[config.mk]
export PLATFORM = sky130hd
export DESIGN_NAME = sd_err_irq_status
export DESIGN_NICKNAME = d
export VERILOG_FILES = /design/src/rtl/sd_err_irq_status.sv
export SDC_FILE = /design/constraint.sdc
export NUM_CORES = 1
export LEC_CHECK = 0
export BUFFER_PORTS_ARGS = -buffer_cell sky130_fd_sc_hd__buf_2
export CAP_MARGIN = 20
export CORE_ASPECT_RATIO = 2
export CORE_UTILIZATION = 48
export DETAILED_ROUTE_END_ITERATION = 7
export MAX_ROUTING_LAYER = met4
export PLACE_DENSITY = 0.75
export SYNTH_ARGS = -nofsm -noshare
export SYNTH_HDL_FRONTEND = slang
export SYNTH_SLANG_ARGS = --single-unit
[constraint.sdc]
create_clock -name clk -period 1.11 [get_ports clk]
set_clock_uncertainty 0.1 [all_clocks]
set_input_delay 0.111 -clock clk [delete_from_list [all_inputs] [get_ports clk]]
set_output_delay 0.111 -clock clk [all_outputs]
set_load 0.005 [all_outputs]
[src/rtl/sd_err_irq_status.sv]
module sd_err_irq_status #(
  parameter int ASTOP_W = 5
) (
  input  logic               clk,
  input  logic               rst_n,
  input  logic               bus_wr,
  input  logic [1:0]         bus_addr,
  input  logic [15:0]        bus_wdata,
  output logic [15:0]        bus_rdata,
  input  logic               cmd_timeout,
  input  logic               cmd_crc_err,
  input  logic               cmd_endbit_err,
  input  logic               cmd_index_err,
  input  logic [3:0]         dat_timeout,
  input  logic               dat_crc_err,
  input  logic               dat_endbit_err,
  input  logic [ASTOP_W-1:0] astop_err_word,
  output logic               err_irq
);
  localparam logic [15:0] LIVE = 16'h017F;

  logic [15:0]        sts, sts_en, sig_en;
  logic [ASTOP_W-1:0] astop_q;
  logic               astop_rise;
  logic [15:0]        raw, set, clr;

  assign astop_rise = |(astop_err_word & ~astop_q);
  assign raw = {7'b0, astop_rise, 1'b0, dat_endbit_err, dat_crc_err, |dat_timeout,
                cmd_index_err, cmd_endbit_err, cmd_crc_err, cmd_timeout};
  assign set = raw & sts_en;
  assign clr = (bus_wr && bus_addr == 2'd0) ? bus_wdata : 16'h0;

  always_ff @(posedge clk) begin
    if (!rst_n) begin
      sts     <= '0;
      sts_en  <= '0;
      sig_en  <= '0;
      astop_q <= '0;
    end else begin
      astop_q <= astop_err_word;
      sts     <= ((sts & ~clr) | set) & LIVE;
      if (bus_wr && bus_addr == 2'd1) sts_en <= bus_wdata & LIVE;
      if (bus_wr && bus_addr == 2'd2) sig_en <= bus_wdata & LIVE;
    end
  end

  assign err_irq = |(sts & sig_en);

  always_comb begin
    case (bus_addr)
      2'd0:    bus_rdata = sts;
      2'd1:    bus_rdata = sts_en;
      2'd2:    bus_rdata = sig_en;
      default: bus_rdata = 16'h0;
    endcase
  end

  a_r1_enable_gate: assert property (@(posedge clk) disable iff (!rst_n)
    (sts & ~$past(sts) & ~$past(sts_en)) == 16'h0);

  a_r2_irq_needs_status: assert property (@(posedge clk) disable iff (!rst_n)
    err_irq |-> (sts != 16'h0));

  a_r3_w1c: assert property (@(posedge clk) disable iff (!rst_n)
    $past(bus_wr && bus_addr == 2'd0) |-> ((sts & $past(bus_wdata & ~set)) == 16'h0));

  a_r7_astop_rise: assert property (@(posedge clk) disable iff (!rst_n)
    $past(astop_rise && sts_en[8]) |-> sts[8]);

  a_r8_set_wins: assert property (@(posedge clk) disable iff (!rst_n)
    ((sts & $past(set)) == $past(set)));

  a_r10_sticky: assert property (@(posedge clk) disable iff (!rst_n)
    ($past(clr) == 16'h0 && $past(set) == 16'h0) |-> $stable(sts));
endmodule

## Yosys cells after proc, flatten, opt, wreduce, memory -nomap -nowiden

Cells that the tools add are included.

| cells by class | value |
|---|---|
| $add $sub $neg | 0 |
| multiply operators | 0 |
| div/mod/pow operators | 0 |
| $lt $le $gt $ge | 0 |
| equality and inequality tests | 2 |
| shifts and indexed selects | 0 |
| multiplexer cells | 2 |
| bitwise logic cells | 7 |
| reduce and logical (&&, ||, !) cells | 7 |

Operators with widths:

| kind | number |
|---|---|
| $and A9 B9 Y9 | 3 |
| $pmux W9 S3 | 1 |
| $reduce_or A16 Y1 | 1 |
| $mux W9 | 1 |
| $not A9 Y9 | 1 |
| $or A9 B9 Y9 | 1 |
| $and A5 B5 Y5 | 1 |
| $not A5 Y5 | 1 |
| $reduce_or A5 Y1 | 1 |
| $reduce_or A4 Y1 | 1 |
| $logic_and A1 B1 Y1 | 3 |
| $eq A2 B1 Y1 const B | 1 |
| $eq A2 B2 Y1 const B | 1 |
| $logic_not A2 Y1 | 1 |

| word-level totals | value |
|---|---|
| register bits | 29 |
| bits in latches | 0 |
| memory bits (writable) | 0 |
| memory bits (read-only) | 0 |
| input port bits | 36 |
| output and inout port bits | 17 |
| logic and storage cells | 22 |
| memories kept | 0 |

## Logic depth before layout (Yosys ltp)

| logic depth | value |
|---|---|
| word-level depth | 6 |
| gate-level depth with buffers | 5 |
| depth with buffers taken out | 3 |

## Worst setup path after synthesis

Ideal clock, no wire load.

| timing | value |
|---|---|
| path type | in2reg |
| from | input bus_addr[0] |
| to | register sts[8] |
| library setup time | 122 ps |
| arrival time | 749 ps |
| required time | 888 ps |
| slack | 139 ps |
| stages on the path | 3 |
| buffers on the path | 0 |
| cell sequence | nor3b_4 -> a21oi_1 -> a311o_1 |

| on the way | value |
|---|---|
| longest elaborated chain between the ends | 6 |

Ends and longest elaborated chain:

| item | RTL line | RTL |
|---|---|---|
| start: declaration | 7 | `input logic [1:0] bus_addr,` |
| $logic_not A2 Y1 | 31 | `assign clr = (bus_wr && bus_addr == 2'd0) ? bus_wdata : 16'h0;` |
| $logic_and A1 B1 Y1 | 31 |  |
| $mux W9 | 31 |  |
| $not A9 Y9 | 41 | `sts <= ((sts & ~clr) \| set) & LIVE;` |
| $and A9 B9 Y9 | 41 |  |
| $or A9 B9 Y9 | 41 |  |
| end signal: assignment | 41 |  |
| end: declaration | 22 | `logic [15:0] sts, sts_en, sig_en;` |

No other way between the ends.
A chain may end at the register's enable or synchronous reset.

## Worst setup path after layout

| timing | value |
|---|---|
| from | register sts[3] |
| to | output err_irq |

| on the way | value |
|---|---|
| longest elaborated chain between the ends | 2 |

Ends and longest elaborated chain:

| item | RTL line | RTL |
|---|---|---|
| $and A9 B9 Y9 | 47 | `assign err_irq = \|(sts & sig_en);` |
| $reduce_or A16 Y1 | 47 |  |
| end: declaration | 18 | `output logic err_irq` |

No other way between the ends.

==> metrics.txt <==
status=finished with violations; failing checks=setup timing; largest family of logic cells by synthesized area=simple AND/OR/NAND/NOR gates; Starting Density=0.506; Final period util=1.14; Seq cells post-synth=29; CTS tree=done; total grt overflow=0; DRC=0; CTS clk-pin slew, worst paths=0.07 ns; Synth top cells by count=dfxtp_1 (29), nand2_1 (25), a21oi_1 (16), mux2i_1 (16), nor2_1 (10); FF-to-FF path depth=3; Comb power frac=0.141; H-Tree Depth=2; post-DP HPWL=2470 um; fin nets=257; post-synthesis adder-cell area fraction=0; Yosys warning count=0; Clk pwr share=0.369; Max FO, Critical Path=2; maximum clock insertion buffer count=2; io pins=53; Die Y=78.4 um; simple logic cell fraction of the synthesized area=0.194; core area=2770 um2; fraction of registers with async set/reset=0; setup violators final=9; initial antenna violation count=0; final wirelength=3640 um; Hold Fails Final Rpt=0; Max Fclk=790 MHz; end of the critical path=err_irq; register share of total power=0.490; Syn Inst Count=158; Startpoint Class=flip-flop; sequential area share after synthesis=0.414; Yosys cell types=29; clock sink count=29; Worst Setup SP=sts[3]; Switching Fraction=0.259; P_leak=0.871 nW; TNS Setup=-0.698 ns; VDD IR max=0.00103 V; predominant post-synthesis flop cell=dfxtp_1; delay-heaviest family, CP=flip-flops; Area Overhead vs Synth=35.4%; vias per inst=5.43; via count=1,362; RSZ-0062 raised after global routing=yes; input/output buffers=36; final worst path period need=1.27 ns; Inserted Diodes=0; vias in the first global route=1,357; worst path bufs/invs=1; reg-to-reg startpoint=astop_q[3]; DIE AREA=3150 um2; HP Class=primary input to flip-flop; WP data arrival=1.05 ns; Row Count=27; CTS buffer count=5; cell taking the most area after synthesis=dfxtp_1; 1st-iter DRT viols=83; Worst path max stage delay=0.34 ns; worst flop-to-flop path endpoint=sts[8]; worst skew pair latency=0.28 ns; overall global routing resource usage=0.272; post-synthesis mux area share=0.114; layout cells sized above 1=0.374; Setup CP Type=flip-flop to output port; first-pass GRT wire length=5850 um; Syn Std Cell Area=1400 um2; max_cap viols=0; Post-synth EDFFs=0; endpoint class of the critical path=output port; largest net degree at the start of global routing=15; routed len/inst=14.5 um; FF-to-FF setup slack=0.10 ns; synth top area cells=dfxtp_1 (41%), mux2i_1 (11%), nand2_1 (6.7%); Final ANT Viol Nets=0; Compound-Gate Fraction of Synth Area=0.172; final core occ=0.685; sw power=0.587 mW; final worst slack=-0.155 ns; Cell Chain, Critical Path=a22oi_2, nand4_1, buf_2; die width=40.2 um; Synth Area in XOR/XNOR=0; Stages on worst setup path=3; PD cells=1190 nW/um2; root buffer cell=clkbuf_8; WP data required=0.90 ns; fin. max-slew vios=0; Int Power=1.68 mW; syn_area_per_cell=8.87 um2; Placer Congestion=0.834; CP max-delay cell=dfxtp_2; most numerous cell in the Yosys netlist=dfxtp_1; post-synth top area share=0.414; DR pass1 iterations=4
worst min-delay path, stage by stage:
cell     delay, ns
buf_2         0.12
nand3_1       0.06
a21oi_1       0.05
layout make-up:
| type | instances | area (um2) |
|---|---|---|
| timing repair buffer | 65 | 438 |
| clock inverter | 3 | 17.5 |
| fill | 243 | 872 |
| tap | 29 | 36.3 |
| sequential | 29 | 601 |
| clock buffer | 5 | 68.8 |
| inverter | 3 | 11.3 |
| multi-input combinational | 117 | 726 |
metal layers:
metal	wire length, um	track usage	up-vias
met2	2060	0.434	55
met1	1340	0.287	636
met5	0	-	-
met3	182	0.0904	6
li1	-	-	665
met4	61	0.127	0
through the flow:
stage	cells	area (um2)	setup slack, ns	hold WS [ns]	power, mW
3_3_place_gp	226	1600	-0.0282	0.231	1.37
4_1_cts	250	1880	-0.155	0.000999	2.28
6_report	251	1900	-0.155	0.00881	2.26
5_1_grt	251	1900	-0.226	0.0128	2.36
3_5_place_dp	226	1600	-0.0623	0.241	1.39
2_1_floorplan	165	1430	0.139	0.121	1.29
power by group through the flow:
stage | logic [mW] | registers, mW | clock network [mW]
2_1_floorplan | 0.169 | 1.12 | 0
3_3_place_gp | 0.251 | 1.12 | 0
3_5_place_dp | 0.260 | 1.13 | 0
4_1_cts | 0.309 | 1.11 | 0.858
5_1_grt | 0.348 | 1.11 | 0.901
6_report | 0.319 | 1.11 | 0.835
cells by family after synthesis:
group	Yosys count
flops	29
buf+inv	19
mux	16
simple gates	54
other cells	1
compound gates	39
state kept, by name, summed over array words and instances (netlist names):
name     cells
sts          8
sig_en       8
astop_q      5
sts_en       8
layout by cell type, fill, tap and decap left out, types with 2 or more instances in the layout:
cell type,count
nand2b_1,3
dfxtp_1,13
o21ai_1,8
and2_1,3
inv_1,3
nor2_1,10
a21oi_1,16
a311oi_1,6
buf_4,14
mux2i_1,16
dfxtp_2,16
nand2_1,25
nand3_1,8
clkinv_2,2
a22oi_2,3
conb_1,8
dlygate4sd3_1,13
clkbuf_8,5
buf_2,36
how the worst min path moves through the flow:
stage	from	to	slack [ns]	cells past startpoint
after detailed placement	astop_err_word[4]	astop_q[4]	0.24	2
after global routing	cmd_crc_err	sts[1]	0.01	3
after floorplan	bus_wdata[0]	sts[0]	0.12	1
after CTS	bus_wdata[4]	sts_en[4]	0.001	3
final	bus_wdata[4]	sts_en[4]	0.009	3
after global placement	astop_err_word[2]	astop_q[2]	0.23	2
repair_timing:
| item | in CTS | in global routing |
|---|---|---|
| pin swaps | 3 | 3 |
| endpoints found under the setup margin | 9 | 9 |
| gates cloned | 1 | 0 |
| endpoints found under the hold margin | 16 | 0 |
| buffers inserted | 2 | 1 |
| gates resized for setup | 27 | 3 |
| hold buffers | 13 | 0 |
Note: power is estimated with default switching activity, not from simulation.
